[src/rtl/fbd_pkg.sv]
package fbd_pkg;
    localparam int BYTE_W   = 8;
    localparam int TBL_N    = 8;
    localparam int TBL_IW   = $clog2(TBL_N);
    localparam int CNT_W    = 4;

    typedef enum logic [2:0] {
        ST_HEAD,
        ST_ONE,
        ST_ONEZERO,
        ST_ARG,
        ST_PAD
    } st_e;

    typedef enum logic [1:0] {
        K_HOT,
        K_TBL,
        K_LIT
    } kind_e;
endpackage

[src/rtl/fbd_dict.sv]
module fbd_dict #(
    parameter int DEPTH = 8,
    parameter int WIDTH = 8,
    localparam int IW = $clog2(DEPTH)
) (
    input  logic                   clk,
    input  logic                   rst_n,
    input  logic                   we,
    input  logic [IW-1:0]          widx,
    input  logic [WIDTH-1:0]       wdata,
    input  logic [IW-1:0]          ridx,
    output logic [WIDTH-1:0]       rdata,
    output logic [DEPTH*WIDTH-1:0] flat
);
    logic [WIDTH-1:0] mem_d [DEPTH];
    logic [WIDTH-1:0] mem_q [DEPTH];

    always_comb begin
        mem_d = mem_q;
        if (we) mem_d[widx] = wdata;
    end

    always_ff @(posedge clk or negedge rst_n) begin
        if (!rst_n) begin
            for (int i = 0; i < DEPTH; i++) mem_q[i] <= '0;
        end else begin
            mem_q <= mem_d;
        end
    end

    assign rdata = mem_q[ridx];

    for (genvar g = 0; g < DEPTH; g++) begin : g_flat
        assign flat[g*WIDTH +: WIDTH] = mem_q[g];
    end
endmodule

[src/rtl/fbd_expand.sv]
module fbd_expand
    import fbd_pkg::*;
(
    input  kind_e              kind,
    input  logic [BYTE_W-1:0]  code,
    input  logic [BYTE_W-1:0]  tbl_byte,
    output logic [BYTE_W-1:0]  value
);
    logic [BYTE_W-1:0] hot;

    for (genvar g = 0; g < BYTE_W; g++) begin : g_hot
        assign hot[g] = (code[TBL_IW-1:0] == TBL_IW'(g));
    end

    always_comb begin
        case (kind)
            K_HOT:   value = hot;
            K_TBL:   value = tbl_byte;
            default: value = code;
        endcase
    end
endmodule

[src/rtl/frame_byte_decomp.sv]
module frame_byte_decomp
    import fbd_pkg::*;
#(
    parameter int LEN_W = 16
) (
    input  logic               clk,
    input  logic               rst_n,
    input  logic               bit_vld,
    input  logic               bit_in,
    input  logic               tbl_we,
    input  logic [2:0]         tbl_idx,
    input  logic [7:0]         tbl_data,
    input  logic [LEN_W-1:0]   frame_len,
    output logic               byte_vld,
    output logic [7:0]         byte_out,
    output logic               frame_done
);
    localparam int POS_W = $clog2(BYTE_W);

    typedef struct packed {
        logic              act;
        st_e               st;
        kind_e             kind;
        logic [CNT_W-1:0]  cnt;
        logic [BYTE_W-1:0] arg;
        logic [POS_W-1:0]  pos;
        logic [LEN_W-1:0]  left;
        logic              ovld;
        logic [BYTE_W-1:0] obyte;
        logic              done;
    } regs_t;

    regs_t d, q;

    logic [BYTE_W-1:0]       shifted;
    logic [BYTE_W-1:0]       tbl_rd;
    logic [BYTE_W-1:0]       expanded;
    logic [TBL_N*BYTE_W-1:0] dict_flat;
    st_e                     st_now;
    logic [LEN_W-1:0]        left_now;
    logic [POS_W-1:0]        pos_nxt;
    logic                    emit;

    assign shifted = {q.arg[BYTE_W-2:0], bit_in};

    // writes land only while no frame is in flight
    fbd_dict #(.DEPTH(TBL_N), .WIDTH(BYTE_W)) u_dict (
        .clk   (clk),
        .rst_n (rst_n),
        .we    (tbl_we & ~q.act),
        .widx  (tbl_idx),
        .wdata (tbl_data),
        .ridx  (shifted[TBL_IW-1:0]),
        .rdata (tbl_rd),
        .flat  (dict_flat)
    );

    fbd_expand u_expand (
        .kind     (q.kind),
        .code     (shifted),
        .tbl_byte (tbl_rd),
        .value    (expanded)
    );

    always_comb begin
        d        = q;
        d.ovld   = 1'b0;
        d.done   = 1'b0;
        st_now   = q.act ? q.st : ST_HEAD;
        left_now = q.act ? q.left : frame_len;
        pos_nxt  = q.act ? q.pos + POS_W'(1) : POS_W'(1);
        emit     = 1'b0;
        if (bit_vld) begin
            d.act  = 1'b1;
            d.pos  = pos_nxt;
            d.left = left_now;
            case (st_now)
                ST_HEAD: begin
                    if (!bit_in) begin
                        emit    = 1'b1;
                        d.obyte = '0;
                    end else begin
                        d.st = ST_ONE;
                    end
                end
                ST_ONE: begin
                    if (bit_in) begin
                        d.st   = ST_ARG;
                        d.kind = K_LIT;
                        d.cnt  = CNT_W'(BYTE_W);
                    end else begin
                        d.st = ST_ONEZERO;
                    end
                end
                ST_ONEZERO: begin
                    d.st   = ST_ARG;
                    d.kind = bit_in ? K_TBL : K_HOT;
                    d.cnt  = CNT_W'(TBL_IW);
                end
                ST_ARG: begin
                    d.arg = shifted;
                    d.cnt = q.cnt - CNT_W'(1);
                    if (q.cnt == CNT_W'(1)) begin
                        emit    = 1'b1;
                        d.obyte = expanded;
                    end
                end
                default: begin
                    if (pos_nxt == '0) begin
                        d.act  = 1'b0;
                        d.done = 1'b1;
                        d.st   = ST_HEAD;
                    end
                end
            endcase
            if (emit) begin
                d.ovld = 1'b1;
                d.left = left_now - LEN_W'(1);
                d.st   = ST_HEAD;
                if (left_now == LEN_W'(1)) begin
                    if (pos_nxt == '0) begin
                        d.act  = 1'b0;
                        d.done = 1'b1;
                    end else begin
                        d.st = ST_PAD;
                    end
                end
            end
        end
    end

    always_ff @(posedge clk or negedge rst_n) begin
        if (!rst_n) q <= '0;
        else        q <= d;
    end

    assign byte_vld   = q.ovld;
    assign byte_out   = q.obyte;
    assign frame_done = q.done;
endmodule

[config.mk]
export PLATFORM = sky130hd
export DESIGN_NAME = frame_byte_decomp
export DESIGN_NICKNAME = d
export VERILOG_FILES = /design/src/rtl/fbd_pkg.sv /design/src/rtl/fbd_dict.sv /design/src/rtl/fbd_expand.sv /design/src/rtl/frame_byte_decomp.sv
export SDC_FILE = /design/constraint.sdc
export NUM_CORES = 1
export LEC_CHECK = 0
export BUFFER_PORTS_ARGS = -buffer_cell sky130_fd_sc_hd__buf_2
export CORE_UTILIZATION = 55
export DETAILED_ROUTE_END_ITERATION = 8
export PLACE_DENSITY = 0.74
export SLEW_MARGIN = 10
export SYNTH_ARGS = -nofsm -noshare
export SYNTH_HDL_FRONTEND = slang
export SYNTH_HIERARCHICAL = 1
export SYNTH_SLANG_ARGS = --single-unit
export TNS_END_PERCENT = 5
[constraint.sdc]
create_clock -name clk -period 3.32 [get_ports clk]
set_input_delay 0.664 -clock clk [delete_from_list [all_inputs] [get_ports clk]]
set_output_delay 0.664 -clock clk [all_outputs]
set_load 0.02 [all_outputs]
Word level (Yosys, flattened, before mapping). Index checks and enable logic that the tools add are counted.

Flip-flop bits (word level): 110. Bits in latches: 0. Bits in writable memories: 0. Bits in read-only memories: 0. Bits of input ports: 32. Output and inout bits: 10. Word-level logic and storage cells: 98. Memories: 0.

Add/sub/neg operators: 3. $mul: 0. Divide/modulo/power cells: 0. Magnitude comparators: 3. Equal/unequal tests: 18. Shift operators: 0. Muxes and demuxes: 37. Bitwise gates (word level): 4. Reduce and logical (&&, ||, !) cells: 15.

Operators by type and width (number): bitwise mux 64 bit (1); two-way mux 8 bit (5); one-hot mux 8 bit (2 select lines) (2); binary-select mux 8 bit (select 3 bit) (1); demux 8 bit (select 3 bit) (1); two-way mux 17 bit (1); == test 16 x 1 -> 1 bit (second input constant) (1); two-way mux 16 bit (1); subtractor 16 x 1 -> 16 bit (second input constant) (1); == test 3 x 2 -> 1 bit (second input constant) (4); == test 3 bit (second input constant) (4); two-way mux 1 bit (12); two-way mux 3 bit (4); two-way mux 4 bit (3); one-hot mux 3 bit (4 select lines) (1); one-hot mux 4 bit (3 select lines) (1); two-way mux 10 bit (1); zero test 3 bit (3); >= comparator 4 bit (second input constant) (2); != test 2 bit (second input constant) (4); inverter 3 -> 4 bit (2); AND reduction 4 bit (2); == test 3 x 1 -> 1 bit (second input constant) (2); two-way mux 6 bit (1); 18 further kinds (20).

Logic depth before layout (Yosys ltp). Gate-level depths: netlist (run 1).

Depth after elaboration: 9. Mapped depth: 11.

Cells and area by module. Netlist (run 1), hierarchy kept.

Modules (own cells, without submodules): fbd_dict (instances 1, cells each 172, area an instance 2992.9 um^2); frame_byte_decomp (instances 1, cells each 316, area an instance 2977.9 um^2); fbd_expand (instances 1, cells each 30, area an instance 220.2 um^2).

Least setup slack after synthesis (run 1). OpenSTA, ideal clock, no wires.

Kind: register to register. From: register q[46] (netlist name). To: register q[18] (netlist name). Arrival: 2470 ps. Path slack: 756 ps. Cell stages (with the launch flop): 12. Clock period less this slack: 2564 ps. Path through: dfrtp_1 buf_4 buf_2 buf_2 mux2i_1 ha_1 o211ai_1 or3_1 buf_2 nor2_4 xnor2_1 a221oi_2.

Word-level cells in the longest chain between the ends: 5. Elaborated cells between the ends (all ways): 8. Those cells by class: add/sub (1); eq/ne (1); mux (5); reduce/logical (1).

Ends and longest elaborated chain: from (decl) (RTL line frame_byte_decomp.sv:33) `regs_t d, q;`; from (signal assigned) (RTL line frame_byte_decomp.sv:133) `if (!rst_n) q <= '0;`; from (signal assigned) (RTL line frame_byte_decomp.sv:134) `else q <= d;`; branches (longest 4 deep; another with subtractor 16 x 1 -> 16 bit); two-way mux 17 bit (*) (RTL line frame_byte_decomp.sv:116) `if (emit) begin`.

Every way passes the cells marked *. The select of a mux whose other input is x is not followed. A chain may end at the register's enable or synchronous reset.

Final worst setup path (run 1).
From: register q[44] (netlist name). To: register q[18] (netlist name).

Word-level cells in the longest chain between the ends: 5. Elaborated cells between the ends (all ways): 6. Those cells by class: eq/ne (1); mux (4); reduce/logical (1).

Ends and longest elaborated chain: two-way mux 3 bit (*) (RTL line frame_byte_decomp.sv:69) `st_now = q.act ? q.st : ST_HEAD;`; == test 3 x 2 -> 1 bit / zero test 3 bit (equally long branches) (RTL line frame_byte_decomp.sv:77) `case (st_now)`; one-hot mux 1 bit (2 select lines) (*) (RTL line frame_byte_decomp.sv:77); two-way mux 1 bit (*) (RTL line frame_byte_decomp.sv:73) `if (bit_vld) begin`; two-way mux 17 bit (*) (RTL line frame_byte_decomp.sv:116).

Every way passes the cells marked *; elsewhere a longest branch is shown, timed or not. The select of a mux whose other input is x is not followed.

==> tab_implementation.tex, run 1 <==
\begin{tabular}{lr}
\hline
Metric & Value \\
\hline
\multicolumn{2}{l}{\textbf{Floorplanning}} \\
Top-Level Pins & 42 \\
Chip Width & 108 µm \\
Die Footprint & 11700 µm² \\
Cell row count & 38 \\
Floorplan core area & 10900 µm² \\
Height of the die & 108 µm \\
Starting Density & 0.569 \\
\multicolumn{2}{l}{\textbf{Clocking}} \\
Total setup buffers inserted after CTS & 0 \\
Clock edge transition at the registers on the reported setup and hold paths & 0.12 ns \\
Number of buffers inserted during clock tree synthesis & 9 \\
Total number of clock tree sinks & 110 \\
Max Root-Sink Buffers & 2 \\
Post-cts gate resize count & 0 \\
Root buffer selected by CTS & clkbuf\_8 \\
H-tree depth & 3 \\
Clock tree from TritonCTS & yes \\
Hold buffer count at cts & 0 \\
Insertion delay of the later-clocked pin in the worst-skew pair & 0.40 ns \\
\multicolumn{2}{l}{\textbf{Detailed routing}} \\
Total wirelength of the detailed-routed design & 12900 µm \\
Antenna Nets Post-Route & 0 \\
Number of vias per cell & 6.14 \\
Post-detailed-route DRC marker count & 0 \\
Length of the first detailed-routing pass in iterations & 4 \\
Via count & 4213 \\
DRC marker count from the first detailed-route iteration & 256 \\
Final routed wire length divided by cell count & 18.8 µm \\
\multicolumn{2}{l}{\textbf{STA}} \\
Achievable Freq & 408 MHz \\
Final setup violation count & 0 \\
Final sum of negative setup slack & 0 ns \\
Headroom to the max-slew limit & 0.423 \\
Setup WS post-layout & 0.871 ns \\
Period Utilization, post-route & 0.738 \\
Clock Skew & 0.0183 ns \\
Worst-margin pin slew & 0.865 ns \\
Final Hold Viols & 0 \\
Final Max Tran Viols & 0 \\
RSZ-0062 raised after global routing & false \\
Minimum period implied by the final worst setup slack & 2.45 ns \\
\multicolumn{2}{l}{\textbf{Worst setup path}} \\
Worst Path Class, Setup & reg2reg \\
Highest fanout seen on the critical path & 14 \\
Critical path data required time & 3.57 ns \\
Stage delay of the slowest cell on the critical path & 0.62 ns \\
Buffers plus inverters on the worst setup path & 0 \\
Top delay family on crit path & simple AND/OR/NAND/NOR gates \\
Startpoint kind of the worst setup timing path & flip-flop \\
Endpoint kind of the worst setup timing path & flip-flop \\
Arrival time of the worst setup path & 2.70 ns \\
Critical Path Slowest Stage Cell & dfrtp\_1 \\
Series of cell instances along the critical path & and4b\_4 -> a32oi\_4 -> or3\_1 -> nor2\_4 -> mux2i\_1 -> a221oi\_2 \\
\multicolumn{2}{l}{\textbf{Layout}} \\
Fraction of layout cells with a size suffix above 1 & 0.317 \\
Diodes inserted & 0 \\
Final net count & 578 \\
Count of placed standard cells in the final layout, fillers left out & 686 \\
Synthesis-to-finish area growth & 7.17\% \\
\multicolumn{2}{l}{\textbf{Power}} \\
Total power of the final layout & 3.66 mW \\
Worst supply voltage drop on vdd & 0.318 mV \\
Leakage & 3.16 nW \\
Power density over the cells & 552 nW/µm² \\
\multicolumn{2}{l}{\textbf{GRT}} \\
Vias in the first global route & 4223 \\
Remaining global-route overflow & 0 \\
Overall routing resource usage & 0.239 \\
Maximum number of pins on one net before global-route repair & 72 \\
Number of antenna violations at the first check in global routing & 0 \\
First-pass GRT wire length & 21300 µm \\
\multicolumn{2}{l}{\textbf{Placed design}} \\
Detailed placer's ending HPWL & 8870 µm \\
Final RePlAce weighted congestion & 0.803 \\
Post-Place Worst Slack & 0.579 ns \\
Number of port buffers & 41 \\
Post-placement cell count & 670 \\
\multicolumn{2}{l}{\textbf{Logic synthesis}} \\
Fraction of synthesis flops using an asynchronous set or reset pin & 1.00 \\
Synth unique cells & 69 \\
Register bit count reported by yosys & 110 \\
Cell types with the largest area share after synthesis & dfrtp\_1 44\%, mux2\_2 15\%, mux4\_1 6.4\%, mux2i\_1 3.1\%, nand2\_1 2.3\% \\
Post-synth top area share & 0.445 \\
Top flip-flop cell by instance count after synthesis & dfrtp\_1 \\
Seq/Total Area, Yosys & 0.445 \\
Synthesized area per cell & 12.0 µm² \\
Warnings from Yosys & 6 \\
Net count after synthesis & 555 \\
EDFF count, synth & 0 \\
Combined area of all synthesized cells & 6190 µm² \\
Cell count after synthesis & 518 \\
Cell accounting for the most synthesized area & dfrtp\_1 \\
\multicolumn{2}{l}{\textbf{Hold path}} \\
Worst min-delay path class & in2async \\
\multicolumn{2}{l}{\textbf{Outcome}} \\
Result of the run & finished clean \\
\multicolumn{2}{l}{\textbf{Flow run}} \\
Number of max-cap violations & 0 \\
\hline
\end{tabular}
==> registers in the layout (all words and copies together), names as in the netlist <==
name         flops
u_dict/flat     64
q               36
byte_out         8
byte_vld         1
frame_done       1
==> through the flow <==
step           hold WS [ns]  instance area (µm²)   util
2_1_floorplan         0.368                 6190      -
3_3_place_gp          0.475                 6440  0.591
3_5_place_dp          0.482                 6440  0.591
4_1_cts               0.231                 6640  0.609
5_1_grt               0.249                 6640  0.609
6_report              0.231                 6640  0.609
==> cell families after synthesis <==
kind of cell               synth area share
xor gates and xnor gates             0.0212
buffers and inverters                0.0435
muxes                                 0.247
adders and majority gates            0.0101
and+or+nand+nor                       0.137
AOI/OAI and AO/OA                    0.0968
DFF                                   0.445
==> cell usage in the layout, fill, tap and decap left out, types with 3 or more instances in the layout <==
cell type / synthesis / layout
nor4bb_1: 3 / 3
and3_1: 3 / 3
or3_1: 3 / 3
inv_1: 11 / 11
a221o_1: 4 / 4
nor2b_1: 7 / 7
nor3b_1: 6 / 6
nand2b_1: 4 / 4
clkbuf_8: 0 / 10
mux2_2: 82 / 82
ha_1: 5 / 5
dfrtp_1: 110 / 109
nand3_1: 9 / 9
buf_2: 13 / 40
o22ai_1: 12 / 12
nand4b_1: 4 / 4
mux2i_1: 19 / 19
o21ai_0: 19 / 19
mux4_1: 15 / 15
nor3_1: 12 / 12
nand2_1: 38 / 38
xnor2_1: 7 / 7
xor2_1: 8 / 8
buf_4: 10 / 8
a21oi_1: 24 / 24
nor2_1: 22 / 22
==> cell usage after synthesis (3+ instances only) <==
library cell,instances
nand4b_1,4
o21ai_0,19
nor4bb_1,3
nand3_1,9
nor3_1,12
inv_1,11
xor2_1,8
a221o_1,4
or3_1,3
nor3b_1,6
and3_1,3
nand2_1,38
buf_4,10
buf_2,13
nor2_1,22
xnor2_1,7
dfrtp_1,110
mux4_1,15
a21oi_1,24
mux2i_1,19
clkbuf_1,10
nor2b_1,7
ha_1,5
nand2b_1,4
o22ai_1,12
mux2_2,82
==> power by group <==
group          switching, mW  internal [mW]  leakage (nW)  total (mW)
clock                  0.501          0.313         0.101       0.813
combinational          0.544          0.500          1.59        1.04
sequential             0.292           1.51          1.46        1.81
==> final timing paths <==
kind | endpoint | slack, ns | startpoint | depth (start not counted)
worst max-delay path | q[18] | 0.87 | q[44] | 6
worst min-delay path | q[34] | 0.23 | rst_n | 1
worst max register to register | q[18] | 0.87 | q[44] | 6
worst min register to register | byte_out[7] | 0.49 | byte_out[7] | 2
max in group asynchronous | u_dict/flat[27] | 2.33 | rst_n | 2
min in group clk | byte_out[7] | 0.49 | byte_out[7] | 2
==> per-layer routing <==
layer / share of wire / vias up / GRT usage
met5: 0 / - / 0
met4: 0.011 / 0 / 0.0656
met3: 0.040 / 15 / 0.0530
met2: 0.48 / 83 / 0.380
met1: 0.46 / 2146 / 0.329
li1: - / 1969 / -
==> layout make-up <==
cell class / instances / area (µm²)
sequential: 110 / 2750
timing repair buffer: 50 / 300
tap: 140 / 175
fill: 880 / 4250
clock buffer: 10 / 138
clock inverter: 6 / 57.6
inverter: 11 / 41.3
multi-input combinational: 359 / 3170
No activity file was read; power rests on OpenSTA's default activity.
==> run 2, diff against run 1 <==
--- a/config.mk
+++ b/config.mk
@@ -8,7 +8,7 @@
 export BUFFER_PORTS_ARGS = -buffer_cell sky130_fd_sc_hd__buf_2
 export CORE_UTILIZATION = 55
 export DETAILED_ROUTE_END_ITERATION = 8
-export PLACE_DENSITY = 0.74
+export PLACE_DENSITY = 0.76
 export SLEW_MARGIN = 10
 export SYNTH_ARGS = -nofsm -noshare
 export SYNTH_HDL_FRONTEND = slang
==> constraint.sdc (replaced) <==
create_clock -name clk -period 2 [get_ports clk]
set_input_delay 0.4 -clock clk [delete_from_list [all_inputs] [get_ports clk]]
set_output_delay 0.4 -clock clk [all_outputs]
set_load 0.02 [all_outputs]
==> run 2 against run 1 <==
The flow now finishes with violations (negative setup slack). Flip-flop and latch count did not move. Combinational power rose by 120%. Critical path depth rose by 2. Final area rose by 8.9%. Worst setup slack got worse by 1.0 ns. Sequential power rose by 60%. Global-route usage rose by 2.5 points.
==> tab_implementation.tex, run 2 (synthesized netlist as in run 1, its figures left out) <==
\begin{tabular}{lr}
\hline
Metric & Value \\
\hline
\multicolumn{2}{l}{\textbf{Layout}} \\
Fraction of layout cells with a size suffix above 1 & 0.410 (+0.0935) \\
Count of placed standard cells in the final layout, fillers left out & 737 (+7.4\%) \\
Flip-flop count of the largest register after layout & 64 (unchanged) \\
Most frequent cells in the layout & 109 x dfrtp\_1, 82 x mux2\_2, 52 x buf\_4 \\
Post-route cell area & 7230 µm² (+8.9\%) \\
Synthesis-to-finish area growth & 16.8\% \\
Diodes inserted & 0 (unchanged) \\
Commonest non-fill, non-tap cell in the layout & dfrtp\_1 \\
End-of-flow core utilization & 0.664 (+0.0545) \\
Final net count & 630 (+9.0\%) \\
\multicolumn{2}{l}{\textbf{Clocking}} \\
Clock edge transition at the registers on the reported setup and hold paths & 0.10 ns (-0.02 ns) \\
Total number of clock tree sinks & 110 (unchanged) \\
Clock tree from TritonCTS & yes \\
Max Root-Sink Buffers & 2 (unchanged) \\
H-tree depth & 3 (unchanged) \\
Root buffer selected by CTS & clkbuf\_8 \\
Number of buffers inserted during clock tree synthesis & 9 (unchanged) \\
Insertion delay of the later-clocked pin in the worst-skew pair & 0.39 ns (about the same) \\
\multicolumn{2}{l}{\textbf{STA}} \\
Achievable Freq & 461 MHz (+13\%) \\
Final sum of negative setup slack & -0.952 ns (-0.952 ns) \\
Final Hold Viols & 0 (unchanged) \\
Period Utilization, post-route & 1.08 (+0.346) \\
Setup WS post-layout & -0.167 ns (-1.04 ns) \\
Final setup violation count & 14 (+14) \\
Hold Slack & 0.343 ns (+0.112 ns) \\
Clock Skew & 0.00729 ns (-0.0110 ns) \\
RSZ-0062 raised after global routing & true \\
Headroom to the max-slew limit & 0.562 (+0.138) \\
Minimum period implied by the final worst setup slack & 2.17 ns (-0.282 ns) \\
Final Max Tran Viols & 0 (unchanged) \\
Worst-margin pin slew & 0.658 ns (-0.207 ns) \\
\multicolumn{2}{l}{\textbf{GRT}} \\
Overall routing resource usage & 0.264 (+0.0249) \\
GR Layer Usage met1 & 0.342 (+0.0128) \\
Layer carrying the most global-route usage & met2 \\
Number of antenna violations at the first check in global routing & 0 (unchanged) \\
Global-route track usage on met3 & 0.0729 (+0.0199) \\
Remaining global-route overflow & 0 (unchanged) \\
Vias in the first global route & 4618 (+9.4\%) \\
Met2 Resource Use GR & 0.429 (+0.0487) \\
First-pass GRT wire length & 23300 µm (+9.5\%) \\
Maximum number of pins on one net before global-route repair & 47 (-35\%) \\
\multicolumn{2}{l}{\textbf{Power}} \\
Leakage & 3.46 nW (+9.6\%) \\
Total power of the final layout & 6.37 mW (+74\%) \\
Worst supply voltage drop on vdd & 0.581 mV (+83\%) \\
Power density over the cells & 881 nW/µm² (+60\%) \\
\multicolumn{2}{l}{\textbf{Detailed routing}} \\
Final routed wire length divided by cell count & 19.4 µm (+2.9\%) \\
Number of vias per cell & 6.10 (-0.60\%) \\
Post-detailed-route DRC marker count & 0 (unchanged) \\
Total wirelength of the detailed-routed design & 14300 µm (+11\%) \\
Length of the first detailed-routing pass in iterations & 5 (+1) \\
Via count & 4499 (+6.8\%) \\
Antenna Nets Post-Route & 0 (unchanged) \\
DRC marker count from the first detailed-route iteration & 241 (-5.9\%) \\
\multicolumn{2}{l}{\textbf{Outcome}} \\
Result of the run & finished with violations \\
Violated checks & negative setup slack \\
\multicolumn{2}{l}{\textbf{Floorplanning}} \\
Floorplan core area & 10900 µm² (unchanged) \\
Cell row count & 38 (unchanged) \\
Die Footprint & 11700 µm² (unchanged) \\
Starting Density & 0.569 (unchanged) \\
Top-Level Pins & 42 (unchanged) \\
Chip Width & 108 µm (unchanged) \\
Height of the die & 108 µm (unchanged) \\
\multicolumn{2}{l}{\textbf{Worst setup path}} \\
Critical path data required time & 2.27 ns (-1.30 ns) \\
Slack of the worst reg-to-reg path & -0.17 ns (-1.04 ns) \\
Highest fanout seen on the critical path & 24 (+10) \\
Endpoint kind of the worst setup timing path & flip-flop \\
Worst Path Class, Setup & reg2reg \\
Startpoint kind of the worst setup timing path & flip-flop \\
Arrival time of the worst setup path & 2.44 ns (-0.26 ns) \\
\multicolumn{2}{l}{\textbf{Placed design}} \\
Cell area after placement & 6870 µm² (+6.7\%) \\
Number of port buffers & 41 (unchanged) \\
Detailed placer's ending HPWL & 10100 µm (+14\%) \\
Post-placement cell count & 719 (+7.3\%) \\
Post-Place Worst Slack & -0.250 ns (-0.830 ns) \\
Final RePlAce weighted congestion & 0.844 (+5.1\%) \\
\multicolumn{2}{l}{\textbf{Flow run}} \\
Number of max-cap violations & 0 (unchanged) \\
\multicolumn{2}{l}{\textbf{Hold path}} \\
Worst min-delay path class & in2reg \\
\hline
\end{tabular}
-- run 2: changes by cell type in the layout (fill, tap and decap cells not counted), sizes merged --
cell and change:
inv -1, clkbuf +2, dlygate4sd3 +1, clkinv -1, buf +50
-- run 2: path summary, 6_finish.rpt --
| check | startpoint | to | cells after the start |
|---|---|---|---|
| max | q[46] | q[25] | 8 |
| min | tbl_data[4] | u_dict/flat[44] | 2 |
| max reg2reg | q[46] | q[25] | 8 |
| min reg2reg | byte_out[5] | byte_out[5] | 2 |
| max in group asynchronous | rst_n | u_dict/flat[10] | 3 |
| min in group asynchronous | rst_n | q[39] | 2 |
-- run 2: power breakdown --
group / switching, mW / internal (mW) / leakage, nW
clock: 0.771 / 0.460 / 0.0846
combinational: 1.16 / 1.09 / 1.91
sequential: 0.375 / 2.51 / 1.46
-- run 2: area by class of cell --
type | instances | area (µm²)
clock buffer | 11 | 131
clock inverter | 4 | 31.3
fill | 797 | 3660
inverter | 11 | 41.3
multi-input combinational | 359 | 3340
sequential | 110 | 2750
tap | 140 | 175
timing repair buffer | 102 | 751
-- run 2: metal layers --
layer	routed length, µm	share of wire	vias to the layer above
li1	-	-	2068
met5	0	0	-
met4	191	0.013	0
met2	7030	0.49	107
met3	678	0.048	23
met1	6370	0.45	2301
-- run 2: timing repair --
item	in CTS	in global routing
setup buffers	2	0
gates resized for setup	21	10
endpoints found under the setup margin	34	50
pin swaps	3	1
gates cloned	0	0
endpoints found under the hold margin	31	0
hold buffers	1	0
-- run 2: critical path: stages, from the launching register on --
cell	delay, ns
dfrtp_2	0.44
buf_12	0.15
buf_12	0.15
or3_1	0.40
a21oi_2	0.21
nand3b_4	0.13
nor2_4	0.15
xor2_1	0.08
a221o_1	0.33
